**config.mk**
```make
export PLATFORM = sky130hd
export DESIGN_NAME = cache_assoc
export DESIGN_NICKNAME = d
export VERILOG_FILES = /design/src/rtl/cache_assoc_pkg.sv /design/src/rtl/cache_way_bank.sv /design/src/rtl/cache_match.sv /design/src/rtl/cache_victim.sv /design/src/rtl/cache_assoc.sv
export SDC_FILE = /design/constraint.sdc
export NUM_CORES = 1
export LEC_CHECK = 0
export ABC_AREA = 1
export BUFFER_PORTS_ARGS = -buffer_cell sky130_fd_sc_hd__buf_4
export CORE_MARGIN = 1.5
export CORE_UTILIZATION = 57
export DETAILED_ROUTE_END_ITERATION = 8
export GPL_TIMING_DRIVEN = 0
export PLACE_DENSITY = 0.76
export SETUP_SLACK_MARGIN = 0.1
export SLEW_MARGIN = 20
export SYNTH_ARGS = -nofsm -noshare
export SYNTH_HDL_FRONTEND = slang
export SYNTH_HIERARCHICAL = 1
export SYNTH_SLANG_ARGS = --single-unit
export TNS_END_PERCENT = 20
```
**constraint.sdc**
```tcl
create_clock -name clk -period 3.6 [get_ports clk]
set_clock_uncertainty 0.05 [all_clocks]
set_input_delay 0 -clock clk [delete_from_list [all_inputs] [get_ports clk]]
set_output_delay 0 -clock clk [all_outputs]
set_load 0.005 [all_outputs]
```
**src/rtl/cache_assoc_pkg.sv**
```systemverilog
// Package: shared controller state encoding for the cache.
package cache_assoc_pkg;

    typedef enum logic [2:0] {
        ST_IDLE  = 3'd0,  // waiting for a processor request
        ST_EVICT = 3'd1,  // writing a modified victim to memory
        ST_FILL  = 3'd2,  // reading the missed line from memory
        ST_WTHRU = 3'd3,  // forwarding a store to memory
        ST_RESP  = 3'd4   // one-cycle completion to the processor
    } ctl_state_t;

endpackage

```
**src/rtl/cache_way_bank.sv**
```systemverilog
// Module: one way of storage across all sets.
// Holds valid, dirty, tag and data per set. Reads are combinational at
// rd_set; a write installs a valid line at wr_set.
// Assumes a synchronous active-low reset clears valid and dirty only.
module cache_way_bank #(
    parameter int NUM_SETS = 4,
    parameter int SET_W    = 2,
    parameter int TAG_W    = 6,
    parameter int DATA_W   = 16
) (
    input  logic              clk,
    input  logic              rst_n,
    input  logic [SET_W-1:0]  rd_set,
    input  logic              wr_en,
    input  logic [SET_W-1:0]  wr_set,
    input  logic [TAG_W-1:0]  wr_tag,
    input  logic [DATA_W-1:0] wr_data,
    input  logic              wr_dirty,
    output logic              rd_valid,
    output logic              rd_dirty,
    output logic [TAG_W-1:0]  rd_tag,
    output logic [DATA_W-1:0] rd_data
);

    logic [NUM_SETS-1:0] valid_r;
    logic [NUM_SETS-1:0] dirty_r;
    logic [TAG_W-1:0]    tag_r  [NUM_SETS];
    logic [DATA_W-1:0]   data_r [NUM_SETS];

    // Status bits: cleared by reset, set by a line install.
    always_ff @(posedge clk) begin
        if (!rst_n) begin
            valid_r <= '0;
            dirty_r <= '0;
        end else if (wr_en) begin
            valid_r[wr_set] <= 1'b1;
            dirty_r[wr_set] <= wr_dirty;
        end
    end

    // Tag and data payload: written on install, not reset.
    always_ff @(posedge clk) begin
        if (wr_en) begin
            tag_r[wr_set]  <= wr_tag;
            data_r[wr_set] <= wr_data;
        end
    end

    // Read port: combinational view of the addressed set.
    always_comb begin
        rd_valid = valid_r[rd_set];
        rd_dirty = dirty_r[rd_set];
        rd_tag   = tag_r[rd_set];
        rd_data  = data_r[rd_set];
    end

endmodule

```
**src/rtl/cache_match.sv**
```systemverilog
// Module: tag comparison and free-way search across the ways of one set.
// Reports a hit and its way, and the lowest-numbered invalid way.
// Assumes at most one valid way carries a given tag.
module cache_match #(
    parameter int NUM_WAYS = 2,
    parameter int WAY_W    = 1,
    parameter int TAG_W    = 6
) (
    input  logic [NUM_WAYS-1:0]            way_valid,
    input  logic [NUM_WAYS-1:0][TAG_W-1:0] way_tag,
    input  logic [TAG_W-1:0]               lookup_tag,
    output logic                           hit,
    output logic [WAY_W-1:0]               hit_way,
    output logic                           has_free,
    output logic [WAY_W-1:0]               free_way
);

    // Priority scan from high to low, so the lowest matching way wins.
    always_comb begin
        hit      = 1'b0;
        hit_way  = '0;
        has_free = 1'b0;
        free_way = '0;
        for (int w = NUM_WAYS - 1; w >= 0; w--) begin
            if (way_valid[w] && (way_tag[w] == lookup_tag)) begin
                hit     = 1'b1;
                hit_way = WAY_W'(w);
            end
            if (!way_valid[w]) begin
                has_free = 1'b1;
                free_way = WAY_W'(w);
            end
        end
    end

endmodule

```
**src/rtl/cache_victim.sv**
```systemverilog
// Module: per-set round-robin victim selection.
// Each set keeps a pointer, starting at way 0, that advances after it is
// used for an eviction. Assumes advance is raised only for a full set.
module cache_victim #(
    parameter int NUM_SETS = 4,
    parameter int SET_W    = 2,
    parameter int NUM_WAYS = 2,
    parameter int WAY_W    = 1
) (
    input  logic             clk,
    input  logic             rst_n,
    input  logic [SET_W-1:0] set_idx,
    input  logic             advance,
    output logic [WAY_W-1:0] victim_way
);

    logic [WAY_W-1:0] ptr_r [NUM_SETS];

    // Pointer update: reset to way 0, wrap after the last way.
    always_ff @(posedge clk) begin
        if (!rst_n) begin
            for (int s = 0; s < NUM_SETS; s++) ptr_r[s] <= '0;
        end else if (advance) begin
            if (ptr_r[set_idx] == WAY_W'(NUM_WAYS - 1)) ptr_r[set_idx] <= '0;
            else ptr_r[set_idx] <= ptr_r[set_idx] + 1'b1;
        end
    end

    // Victim output: pointer of the addressed set.
    assign victim_way = ptr_r[set_idx];

endmodule

```
**src/rtl/cache_assoc.sv**
```systemverilog
// Module: set-associative cache controller (top).
// Sits between a processor load/store handshake and a memory handshake.
// One-word lines; NUM_WAYS=1 gives direct-mapped, NUM_SETS=1 gives fully
// associative. WRITE_BACK selects write-back (1) or write-through (0).
// Assumes the processor holds its request fields until cpu_ready and the
// memory acknowledges with a single-cycle mem_ack. NUM_SETS is a power of 2.
module cache_assoc
    import cache_assoc_pkg::*;
#(
    parameter int ADDR_W     = 8,
    parameter int DATA_W     = 16,
    parameter int NUM_SETS   = 4,
    parameter int NUM_WAYS   = 2,
    parameter int WRITE_BACK = 1
) (
    input  logic              clk,
    input  logic              rst_n,
    input  logic              cpu_req,
    input  logic              cpu_we,
    input  logic [ADDR_W-1:0] cpu_addr,
    input  logic [DATA_W-1:0] cpu_wdata,
    output logic              cpu_ready,
    output logic [DATA_W-1:0] cpu_rdata,
    output logic              mem_req,
    output logic              mem_we,
    output logic [ADDR_W-1:0] mem_addr,
    output logic [DATA_W-1:0] mem_wdata,
    input  logic              mem_ack,
    input  logic [DATA_W-1:0] mem_rdata
);

    localparam int IDX_W = $clog2(NUM_SETS);
    localparam int SET_W = (IDX_W > 0) ? IDX_W : 1;
    localparam int WAY_W = (NUM_WAYS > 1) ? $clog2(NUM_WAYS) : 1;
    localparam int TAG_W = ADDR_W - IDX_W;
    localparam bit WB    = (WRITE_BACK != 0);

    ctl_state_t        state_r;
    logic [ADDR_W-1:0] addr_q;
    logic              we_q;
    logic [DATA_W-1:0] wdata_q;
    logic [WAY_W-1:0]  way_q;
    logic [TAG_W-1:0]  evict_tag_q;
    logic [DATA_W-1:0] evict_data_q;
    logic [DATA_W-1:0] rdata_q;

    logic [SET_W-1:0]  req_set, q_set;
    logic [TAG_W-1:0]  req_tag, q_tag;
    logic [ADDR_W-1:0] evict_addr;

    logic [NUM_WAYS-1:0]             way_valid, way_dirty;
    logic [NUM_WAYS-1:0][TAG_W-1:0]  way_tag;
    logic [NUM_WAYS-1:0][DATA_W-1:0] way_data;

    logic             hit, has_free;
    logic [WAY_W-1:0] hit_way, free_way, victim_way;
    logic             accept, repl_adv;

    logic              bank_we;
    logic [WAY_W-1:0]  bank_way;
    logic [SET_W-1:0]  bank_set;
    logic [TAG_W-1:0]  bank_tag;
    logic [DATA_W-1:0] bank_data;
    logic              bank_dirty;

    // Address split: the set comes from the low bits, the tag is the rest.
    generate
        if (IDX_W > 0) begin : g_idx
            assign req_set    = cpu_addr[IDX_W-1:0];
            assign q_set      = addr_q[IDX_W-1:0];
            assign evict_addr = {evict_tag_q, q_set};
        end else begin : g_noidx
            assign req_set    = '0;
            assign q_set      = '0;
            assign evict_addr = evict_tag_q;
        end
    endgenerate
    assign req_tag = cpu_addr[ADDR_W-1:IDX_W];
    assign q_tag   = addr_q[ADDR_W-1:IDX_W];

    // Storage: one bank per way, all read at the requested set.
    generate
        for (genvar w = 0; w < NUM_WAYS; w++) begin : g_way
            cache_way_bank #(
                .NUM_SETS(NUM_SETS), .SET_W(SET_W),
                .TAG_W(TAG_W), .DATA_W(DATA_W)
            ) u_bank (
                .clk      (clk),
                .rst_n    (rst_n),
                .rd_set   (req_set),
                .wr_en    (bank_we && (bank_way == WAY_W'(w))),
                .wr_set   (bank_set),
                .wr_tag   (bank_tag),
                .wr_data  (bank_data),
                .wr_dirty (bank_dirty),
                .rd_valid (way_valid[w]),
                .rd_dirty (way_dirty[w]),
                .rd_tag   (way_tag[w]),
                .rd_data  (way_data[w])
            );
        end
    endgenerate

    cache_match #(
        .NUM_WAYS(NUM_WAYS), .WAY_W(WAY_W), .TAG_W(TAG_W)
    ) u_match (
        .way_valid  (way_valid),
        .way_tag    (way_tag),
        .lookup_tag (req_tag),
        .hit        (hit),
        .hit_way    (hit_way),
        .has_free   (has_free),
        .free_way   (free_way)
    );

    cache_victim #(
        .NUM_SETS(NUM_SETS), .SET_W(SET_W),
        .NUM_WAYS(NUM_WAYS), .WAY_W(WAY_W)
    ) u_victim (
        .clk        (clk),
        .rst_n      (rst_n),
        .set_idx    (req_set),
        .advance    (repl_adv),
        .victim_way (victim_way)
    );

    assign accept   = (state_r == ST_IDLE) && cpu_req;
    assign repl_adv = accept && !hit && !has_free;

    // Bank write mux: a store hit in idle, or a line install when the refill is acknowledged.
    always_comb begin
        bank_we    = 1'b0;
        bank_way   = hit_way;
        bank_set   = req_set;
        bank_tag   = req_tag;
        bank_data  = cpu_wdata;
        bank_dirty = WB;
        if (accept && hit && cpu_we) begin
            bank_we = 1'b1;
        end else if ((state_r == ST_FILL) && mem_ack) begin
            bank_we    = 1'b1;
            bank_way   = way_q;
            bank_set   = q_set;
            bank_tag   = q_tag;
            bank_data  = we_q ? wdata_q : mem_rdata;
            bank_dirty = we_q && WB;
        end
    end

    // Controller sequence: lookup, optional writeback, refill, store forward, respond.
    always_ff @(posedge clk) begin
        if (!rst_n) begin
            state_r      <= ST_IDLE;
            addr_q       <= '0;
            we_q         <= 1'b0;
            wdata_q      <= '0;
            way_q        <= '0;
            evict_tag_q  <= '0;
            evict_data_q <= '0;
            rdata_q      <= '0;
        end else begin
            case (state_r)
                ST_IDLE: begin
                    if (cpu_req) begin
                        addr_q  <= cpu_addr;
                        we_q    <= cpu_we;
                        wdata_q <= cpu_wdata;
                        if (hit) begin
                            rdata_q <= cpu_we ? cpu_wdata : way_data[hit_way];
                            state_r <= (cpu_we && !WB) ? ST_WTHRU : ST_RESP;
                        end else begin
                            way_q        <= has_free ? free_way : victim_way;
                            evict_tag_q  <= way_tag[victim_way];
                            evict_data_q <= way_data[victim_way];
                            state_r      <= (WB && !has_free && way_dirty[victim_way])
                                            ? ST_EVICT : ST_FILL;
                        end
                    end
                end
                ST_EVICT: if (mem_ack) state_r <= ST_FILL;
                ST_FILL: begin
                    if (mem_ack) begin
                        rdata_q <= we_q ? wdata_q : mem_rdata;
                        state_r <= (we_q && !WB) ? ST_WTHRU : ST_RESP;
                    end
                end
                ST_WTHRU: if (mem_ack) state_r <= ST_RESP;
                ST_RESP:  state_r <= ST_IDLE;
                default:  state_r <= ST_IDLE;
            endcase
        end
    end

    // Port drive: memory request fields depend only on the registered state.
    always_comb begin
        cpu_ready = (state_r == ST_RESP);
        cpu_rdata = rdata_q;
        mem_req   = (state_r == ST_EVICT) || (state_r == ST_FILL) || (state_r == ST_WTHRU);
        mem_we    = (state_r == ST_EVICT) || (state_r == ST_WTHRU);
        mem_addr  = (state_r == ST_EVICT) ? evict_addr : addr_q;
        mem_wdata = (state_r == ST_EVICT) ? evict_data_q : wdata_q;
    end

endmodule

```
==> results of run 1 <==
flip-flops by register name, indices dropped and copies added (netlist names):
name and flops:
way_q 1, we_q 1, g_way.u_bank/dirty_r 8, g_way.u_bank/data_r 128
u_victim/ptr_r 4, state_r 3, cpu_rdata 16, evict_tag_q 6
wdata_q 16, evict_data_q 16, addr_q 8, g_way.u_bank/tag_r 48
g_way.u_bank/valid_r 8
worst paths after layout:
kind / from / to / slack [ns] / depth (start not counted)
min reg2reg: g_way[0].u_bank/valid_r[3] / g_way[0].u_bank/valid_r[3] / 0.41 / 2
max: g_way[0].u_bank/tag_r[2][2] / g_way[0].u_bank/data_r[3][7] / 0.22 / 16
min: cpu_addr[0] / u_victim/ptr_r[3] / 0.09 / 5
max reg2reg: g_way[0].u_bank/tag_r[2][2] / g_way[0].u_bank/data_r[3][7] / 0.22 / 16
worst min-delay path, delay by kind of cell:
| kind | cells | cell delay (ns) |
|---|---|---|
| buf+inv | 1 | 0.14 |
| simple gates | 4 | 0.42 |
cell type report:
| class | count | area, um^2 |
|---|---|---|
| plain buffers | 78 | 546 |
| clock buffers | 40 | 796 |
| clock inverters | 12 | 120 |
| fillers | 1571 | 6230 |
| inverters | 211 | 828 |
| multi-input cells | 926 | 4540 |
| flip-flops and latches | 263 | 7040 |
| well taps | 280 | 350 |
| repair buffers | 165 | 1460 |
| repair inverters | 7 | 52.6 |
power groups by stage:
stage	Combinational (mW)	Sequential [mW]	Clock, mW
5_1_grt	2.43	3.71	2.99
3_3_place_gp	2.04	3.74	0
6_report	2.26	3.69	2.86
2_1_floorplan	1.30	3.72	0
3_5_place_dp	2.08	3.75	0
4_1_cts	2.18	3.68	2.87
through the flow:
stage           util  power [mW]  instances  setup TNS, ns  setup slack [ns]
2_1_floorplan      -        5.02       1478              0             0.480
3_3_place_gp   0.630        5.77       1843         -99.22            -0.772
3_5_place_dp   0.630        5.82       1843        -119.51            -0.866
4_1_cts        0.712        8.73       1975              0            0.0523
5_1_grt        0.716        9.13       1982              0            0.0501
6_report       0.716        8.80       1982              0             0.221
cell usage in the layout (no fill, tap or decap), types with 8 or more instances in the layout:
cell / n
nand2_1: 505
inv_1: 188
edfxtp_1: 177
buf_4: 115
dfxtp_1: 86
nor2_1: 77
nand3_1: 69
a21oi_1: 60
o211ai_1: 60
o21ai_0: 57
dlygate4sd3_1: 53
o211ai_2: 37
clkbuf_16: 28
buf_2: 27
buf_6: 23
clkbuf_1: 22
o21ai_1: 17
clkinvlp_4: 15
inv_2: 10
nand2_2: 9
nand3_2: 8
cells by family (layout without fill, tap and decap cells):
kind of cell,after synthesis,in the layout,synth area share
flip-flops,263,263,0.547
buffers and inverters,289,513,0.104
XOR/XNOR,3,3,0.00204
AND/OR/NAND/NOR,687,687,0.220
AO/OA/AOI/OAI,236,236,0.126
what timing repair did:
item	CTS	global route
setup buffers	20	6
endpoints found under the hold margin	68	0
pin swaps	0	1
gates resized for setup	25	6
endpoints found under the setup margin	177	179
cloned	7	0
hold buffers	53	0
metal layers:
layer	track usage	routed length (um)	up-vias
met5	0	0	-
met4	0.135	1620	0
met3	0.0403	3780	97
met2	0.553	18600	596
met1	0.452	15500	5333
li1	-	-	5206
==> impl_results.md, run 1 <==
* Status: finished, violations left
* Failing checks: design-rule violations
* Buf/Inv on CP at 5
* Reg clk slew, reported paths at 0.06 ns
* Final std cell area, no fill at approximately 0.016 mm^2
* Max stage delay on crit path at about 0.36 ns
* Sequential area share after synthesis at 0.547
* Fraction of power consumed by the clock network at 0.325
* RSZ-0062 raised after global routing: true
* Endpoints failing setup at 0
* WP data required at 3.80 ns
* # clock sinks at approximately 260
* Row cnt at 54
* Max Slew Vio Count at 0
* I/O Buffers at 85
* Power density over the cells at approximately 560 mW/mm^2
* Worst Setup Path Type: flip-flop to flip-flop
* P_int at about 6 mW
* First-pass GRT wire length at slightly below 60000 um
* 1st-iter DRT viols at ~1600
* CP most frequent cell: nand2_1
* Die area at between 0.02 and 0.025 mm^2
* Switching Fraction at 0.314
* Sequential power share at 0.419
* Hpwl dp at between 20000 and 30000 um
* Top post-synthesis cells by count: nand2_1 (507), inv_1 (195), edfxtp_1 (177), dfxtp_1 (86), nor2_1 (79)
* Synthesized flop and latch total at 263
* Final Net Count at 1725
* Initial Utilization at 0.585
* Delay-heaviest family, CP: simple AND/OR/NAND/NOR gates
* Min Clock Period, post-route at 3.38 ns
* Crit path capture type: flip-flop
* Comb power frac at 0.256
* Largest net degree at the start of global routing at 24
* Pre-Repair DR Iteration Count at 8
* Crit path max fanout at 10
* Syn_nets at 1523
* GRT overflow at 0
* Die width at around 150 um
* Vias at around 11000
* Async SR Flop Fraction at 0
* Top-count cell post-synth: nand2_1
* Period utilization at 0.939
* Post-synth EDFFs at 177
* Critical Path, Cell by Cell: o211ai_1, nand2_1, nand2_1, nand2_1, nor2_1, nand2_1, nor2_1, nor2_1, clkbuf_4, clkinv_2, buf_2, o21ai_1, nor2_2, nand3_2, clkinvlp_4, buf_4
* Synth area leader: edfxtp_1
* CTS tree: done
* Clock root cell: clkbuf_16
* IO Count at 88
* DRC at 6
* CTS H-tree depth at 1
* Max-cap viol count at 0
* Clk_lat worst skew at about 0.55 ns
* Syn Inst Count at 1478
* Synthesized area at about 0.013 mm^2
* Startpoint Class: flip-flop
* Switch Pwr at roughly 2.8 mW
* DIE HEIGHT at around 150 um
* Number of CTS-inserted buffers at 28
* Slew @ Worst Pin at 1.14 ns
* Leak at 6.88 nW
* CTS max path bufs at 3
* GPL Wtd Cong at roughly 1
* Ys flop type: edfxtp_1
* Wire per inst at between 15 and 20 um
* Layout area overhead at 22.3%
* Unique cell type count in the Yosys netlist at 34
* Final hold vios at 0
* Max Clk Rate at a little under 300 MHz
* Syn_area_per_cell at roughly 8.7 um^2
* Post-route ant nets at 0
* Post-synth top area share at 0.414
* Worst vdd ir at ~0.40 mV
* Yosys warns at 6
* Core area at around 0.022 mm^2
* Critical path arrival at about 3.6 ns
* Fin Hold WS at ~0.09 ns
* Post-place instance area at between 0.01 and 0.015 mm^2
* Slowest cell on the critical path: edfxtp_1
* Layout cells sized above 1 at 0.187
* Worst hold-check path type: primary input to flip-flop
* Drt via density at about 5.7
* Total GRT Usage at 0.335
* Ranking of synthesized cells by area: edfxtp_1 (41%), nand2_1 (15%), dfxtp_1 (13%)
* Max_slew headroom at 0.229
* N_diodes at 0
* Drt total wl at around 40000 um
* Vias in the first global route at 10600
* Initial antenna violation count at 0
Note: power is estimated with default switching activity, not from simulation.
==> run 2, diff against run 1 <==
Settings changed: ABC_AREA 1 to not set.
==> impl_results.md, run 2 <==
* Top-count cell post-synth: edfxtp_1
* Max stage delay on crit path at roughly 0.56 ns
* Ys flop type: edfxtp_1
* # clock sinks at 263
* Vias in the first global route at roughly 7600
* GR peak layer: met2
* Initial Utilization at 0.587
* Final hold vios at 0
* Commonest non-fill, non-tap cells in the layout: edfxtp_1 (177), buf_4 (104), nand2_1 (93)
* Synthesized flop and latch total at approximately 260
* CTS tree: done
* Hpwl dp at 19600 um
* CTS H-tree depth at 1
* Leak at 5.32 nW
* Largest regs: g_way.u_bank/data_r (128), g_way.u_bank/tag_r (48)
* Utilization after layout at 0.723
* I/O Buffers at 86
* Vias at around 7700
* Syn Inst Count at 798
* Slowest cell on the critical path: mux4_2
* 1st-iter DRT viols at approximately 870
* IO Count at 88
* Number of CTS-inserted buffers at 27
* Endpoints failing setup at 0
* Ranking of synthesized cells by area: edfxtp_1 (46%), dfxtp_1 (15%), mux4_2 (8.0%)
* Async SR Flop Fraction at 0
* DIE HEIGHT at ~150 um
* GPL Wtd Cong at between 0.8 and 0.9
* Clk_lat worst skew at approximately 0.54 ns
* Final std cell area, no fill at roughly 0.014 mm^2
* Met3 GRT Util at 0.0443
* Crit path capture type: flip-flop
* Worst Setup Path Type: flip-flop to flip-flop
* DRC at 0
* Worst hold-check path type: primary input to flip-flop
* N_diodes at 0
* Commonest non-fill, non-tap cell in the layout: edfxtp_1
* Worst vdd ir at roughly 0.31 mV
* Largest Register: g_way.u_bank/data_r
* Layout cells sized above 1 at 0.278
* Post-place instance area at about 0.013 mm^2
* Buf/Inv on CP at 4
* Period utilization at 0.971
* Met2 usage at 0.471
* Reg clk slew, reported paths at ~0.06 ns
* Layout area overhead at 23.3%
* Min Clock Period, post-route at around 3.5 ns
* Status: complete, no violations
* Power density over the cells at approximately 560 mW/mm^2
* Slew @ Worst Pin at between 0.7 and 0.8 ns
* Sequential area share after synthesis at 0.610
* Crit path max fanout at 12
* RSZ-0062 raised after global routing: true
* Max Clk Rate at between 200 and 300 MHz
* Drt total wl at just over 30000 um
* GRT met1 Usage at 0.411
* Pre-Repair DR Iteration Count at 5
* Max_slew headroom at 0.473
* Wire per inst at approximately 24 um
* First-pass GRT wire length at 46100 um
* Total GRT Usage at 0.292
* Die area at 0.0211 mm^2
* Yosys warns at 6
* CP most frequent cell: buf_6
* Flip-flop count of the largest register after layout at 128
* Final Net Count at between 1000 and 1500
* Critical Path, Cell by Cell: mux4_2, xnor2_1, nand4_1, or4_4, nor2_4, buf_6, buf_6, inv_1, o21ai_4, buf_4, and3b_4
* Drt via density at roughly 6
* Unique cell type count in the Yosys netlist at ~50
* Syn_area_per_cell at 14.4 um^2
* Synth area leader: edfxtp_1
* Post-synth top area share at 0.461
* Post-route ant nets at 0
* Max Slew Vio Count at 0
* Syn_nets at about 840
* Delay-heaviest family, CP: simple AND/OR/NAND/NOR gates
* Max-cap viol count at 0
* Synthesized area at around 0.012 mm^2
* Initial antenna violation count at 0
* Top post-synthesis cells by count: edfxtp_1 (177), nand2_1 (93), dfxtp_1 (86), mux2i_1 (51), mux4_2 (41)
* Core area at 0.0197 mm^2
* Row cnt at 51
* WP data required at approximately 3.8 ns
* Die width at 145 um
* Clock root cell: clkbuf_16
* Largest net degree at the start of global routing at 25
* Startpoint Class: flip-flop
* GRT overflow at 0
* CTS max path bufs at 3
* Critical path arrival at roughly 3.7 ns
* Post-synth EDFFs at 177
run 2: changes by cell type after synthesis, moves of 25 or more:
cell	delta
mux4_2	+41
mux2i_1	+51
inv_1	-191
nand2_1	-414
o211ai_1	-60
o21ai_0	-43
nand3_1	-72
nor2_1	-41
a21boi_0	+25
o211ai_2	-37
a21oi_1	-41
run 2: tightest hold or removal path, delay by kind of cell:
| kind | cells | cell delay (ns) |
|---|---|---|
| mux | 1 | 0.26 |
| buf+inv | 1 | 0.17 |
| simple gates | 1 | 0.05 |
run 2: what timing repair did:
item | 4_1_cts | 5_1_grt
buffers inserted | 6 | 3
resized for setup | 18 | 4
setup endpoints to repair | 193 | 142
pin swaps | 6 | 2
cloned | 5 | 0
hold endpoints to repair | 202 | 4
hold buffers | 50 | 1
run 2: logic make-up (layout without fill, tap and decap cells):
| group | Yosys count | in the layout | synth area share |
|---|---|---|---|
| and+or+nand+nor | 182 | 187 | 0.0758 |
| muxes | 130 | 130 | 0.172 |
| DFF | 263 | 263 | 0.610 |
| buffers and inverters | 63 | 262 | 0.0366 |
| AOI/OAI and AO/OA | 148 | 148 | 0.0962 |
| xor gates and xnor gates | 12 | 12 | 0.00912 |
run 2: power breakdown:
part / switching (mW) / leakage, nW / internal, mW / total (mW)
Clock: 1.14 / 0.452 / 1.70 / 2.85
Combinational: 0.829 / 2.57 / 0.663 / 1.49
Sequential: 0.120 / 2.30 / 3.50 / 3.62
Total: 2.09 / 5.32 / 5.87 / 7.96
run 2: per-stage QoR:
| stage | worst slack, ns | std cells | TNS (ns) | power (mW) | hold WS (ns) |
|---|---|---|---|---|---|
| 2_1_floorplan | 0.117 | 798 | 0 | 4.52 | 0.0888 |
| 3_3_place_gp | -1.18 | 1149 | -194.26 | 5.02 | 0.233 |
| 3_5_place_dp | -0.761 | 1152 | -114.74 | 5.05 | 0.239 |
| 4_1_cts | 0.0702 | 1263 | 0 | 7.95 | -0.186 |
| 5_1_grt | 0.0633 | 1267 | 0 | 8.24 | 0.0304 |
| 6_report | 0.103 | 1267 | 0 | 7.96 | 0.0522 |
run 2: path summary, 6_finish.rpt:
check	cells after the start	endpoint	slack [ns]	from
worst max-delay path	11	g_way[1].u_bank/tag_r[1][4]	0.10	g_way[1].u_bank/tag_r[3][4]
worst min-delay path	3	u_victim/ptr_r[3]	0.05	cpu_addr[0]
worst max register to register	11	g_way[1].u_bank/tag_r[1][4]	0.10	g_way[1].u_bank/tag_r[3][4]
worst min register to register	2	g_way[0].u_bank/dirty_r[3]	0.40	g_way[0].u_bank/dirty_r[3]
run 2: per-layer routing:
layer  part of all wire  vias to the layer above
li1                   -                     3439
met3              0.093                       64
met5                  0                        -
met2               0.47                      390
met4              0.028                        0
met1               0.41                     3803
run 2: cell type report:
cell class | count | area (um^2)
plain buffers | 59 | 419
clock buffers | 39 | 807
clock inverters | 11 | 115
fillers | 1259 | 5450
inverters | 4 | 15.0
multi-input cells | 477 | 4220
flip-flops and latches | 263 | 7040
well taps | 265 | 332
repair buffers | 149 | 1260
==> run 3, diff against run 2 <==
--- a/config.mk
+++ b/config.mk
@@ -10,2 +10,3 @@
 export CORE_UTILIZATION = 57
+export CTS_CLUSTER_SIZE = 16
 export DETAILED_ROUTE_END_ITERATION = 8
@@ -13,2 +14,3 @@
 export PLACE_DENSITY = 0.76
+export REMOVE_ABC_BUFFERS = 1
 export SETUP_SLACK_MARGIN = 0.1
==> constraint.sdc (replaced) <==
create_clock -name clk -period 3.6 [get_ports clk]
set_clock_uncertainty 0.05 [all_clocks]
set_input_delay 0.36 -clock clk [delete_from_list [all_inputs] [get_ports clk]]
set_output_delay 0.36 -clock clk [all_outputs]
set_load 0.005 [all_outputs]
==> impl_results.md, run 3 (synthesized netlist as in run 2, its figures left out) <==
* Max Slew Vio Count at 0
* Slowest cell on the critical path: mux4_2
* Worst R2R Start: g_way[0].u_bank/tag_r[3][4]
* Worst r2r dst: g_way[0].u_bank/data_r[0][15]
* Status: complete, no violations
* CTS tree: done
* Vias at 7374
* Largest Register: g_way.u_bank/data_r
* CTS max path bufs at 3
* Final cell count without fillers at roughly 1200
* Slew @ Worst Pin at just over 1 ns
* Final Net Count at ~900
* CP most frequent cell: buf_6
* Core area at a little under 0.02 mm^2
* Filler instances at 1310
* Flip-flop count of the largest register after layout at 128
* Placed cells at approximately 1100
* Crit path max fanout at 7
* Die area at ~0.021 mm^2
* Final std cell area, no fill at between 0.01 and 0.015 mm^2
* Critical path arrival at 3.50 ns
* Clock root cell: clkbuf_16
* RSZ-0062 raised after global routing: false
* Initial antenna violation count at 0
* Post-place instance area at roughly 0.012 mm^2
* DIE HEIGHT at around 150 um
* Commonest non-fill, non-tap cell in the layout: edfxtp_1
* Pre-Repair DR Iteration Count at 5
* Drt via density at roughly 6.3
* Hold buffers post-CTS at 0
* N_diodes at 0
* Fin Hold WS at between 0.06 and 0.07 ns
* Max_slew headroom at 0.310
* R2r setup slk at about 0.27 ns
* Crit path capture type: flip-flop
* Die width at about 150 um
* Reg clk slew, reported paths at 0.07 ns
* Layout area overhead at 17.7%
* GPL Wtd Cong at 0.757
* Largest net degree at the start of global routing at 93
* Worst Setup Path Type: flip-flop to flip-flop
* Layout cells sized above 1 at 0.282
* CTS H-tree depth at 1
* Leak at approximately 5 nW
* Hpwl dp at roughly 16000 um
* Utilization after layout at 0.691
* Final hold vios at 0
* # clock sinks at about 260
* Endpoints failing setup at 0
* FF-to-FF path depth at 10
* Commonest non-fill, non-tap cells in the layout: edfxtp_1 (177), buf_4 (94), nand2_1 (92)
* Drt total wl at 28500 um
* Largest regs: g_way.u_bank/data_r (128), g_way.u_bank/tag_r (48)
* Period utilization at 0.924
* DRC at 0
* Min Clock Period, post-route at 3.33 ns
* Max-cap viol count at 0
* Wire per inst at approximately 24 um
* Startpoint Class: flip-flop
* Power density over the cells at just under 600 mW/mm^2
* Max Clk Rate at roughly 300 MHz
* Max stage delay on crit path at between 0.5 and 0.6 ns
* 1st-iter DRT viols at a little over 600
* Initial Utilization at 0.587
* Total GRT Usage at 0.271
* IO Count at between 80 and 90
* WP data required at between 3 and 4 ns
* Worst Setup EP: g_way[0].u_bank/data_r[0][15]
* Worst hold-check path type: primary input to flip-flop
* Critical Path, Cell by Cell: mux4_2, xnor2_1, nand4_1, nor4_4, nand2b_4, nand3_1, o32ai_2, nor3b_4, buf_6, buf_6
* Clk_lat worst skew at approximately 0.52 ns
* Vias in the first global route at 7818
* GRT overflow at 0
* First-pass GRT wire length at around 44000 um
* Crit. Startpoint: g_way[0].u_bank/tag_r[3][4]
* Number of CTS-inserted buffers at 27
* I/O Buffers at between 80 and 90
* Worst vdd ir at about 0.46 mV
* Post-route ant nets at 0
* Row cnt at between 50 and 60
## run 3: what timing repair did
item,CTS,global route
setup buffers,6,2
cloned,2,0
pin swaps,3,2
gates resized for setup,13,5
endpoints found under the setup margin,236,136
## run 3: worst min path at each step
stage,start,end,depth (start not counted)
CTS,cpu_wdata[5],wdata_q[5],3
global route,cpu_wdata[5],wdata_q[5],3
detailed placement,g_way[0].u_bank/valid_r[3],g_way[0].u_bank/valid_r[3],1
floorplan,g_way[0].u_bank/dirty_r[1],g_way[0].u_bank/dirty_r[1],2
finish,cpu_wdata[5],wdata_q[5],3
global placement,g_way[0].u_bank/dirty_r[2],g_way[0].u_bank/dirty_r[2],2
## run 3: metrics by stage
step	setup slack [ns]	total power [mW]	setup TNS, ns
6_report	0.272	8.06	0
5_1_grt	0.109	8.32	0
4_1_cts	0.0949	8.08	0
3_5_place_dp	-1.61	4.99	-235.68
3_3_place_gp	-5.78	4.86	-745.45
2_1_floorplan	-1.72	4.37	-109.91
## run 3: layout make-up
class | instances | area (um^2) | share of cell area
tap | 265 | 332 | 0.0244
clock inverter | 15 | 241 | 0.0178
inverter | 4 | 15.0 | 0.00111
multi-input combinational | 474 | 4190 | 0.309
timing repair buffer | 112 | 1020 | 0.0753
clock buffer | 34 | 732 | 0.0539
sequential | 263 | 7040 | 0.519
## run 3: critical path, delay by kind of cell, from the launching register on
family	cells	cell delay (ns)
xor+xnor	1	0.23
flops	1	0.36
compound gates	1	0.25
simple gates	5	1.27
buf+inv	2	0.35
mux	1	0.51
## run 3: where the power goes
group / internal [mW] / total [mW] / switching (mW)
logic: 0.591 / 1.39 / 0.799
registers: 3.50 / 3.64 / 0.142
clock network: 1.87 / 3.03 / 1.15
total: 5.97 / 8.06 / 2.09
## run 3: routing by layer
layer  GRT usage  up-vias  part of all wire
met3      0.0453       68             0.079
met2       0.462      379              0.51
met5           0        -                 0
li1            -     3214                 -
met1       0.339     3713              0.38
met4       0.122        0             0.031
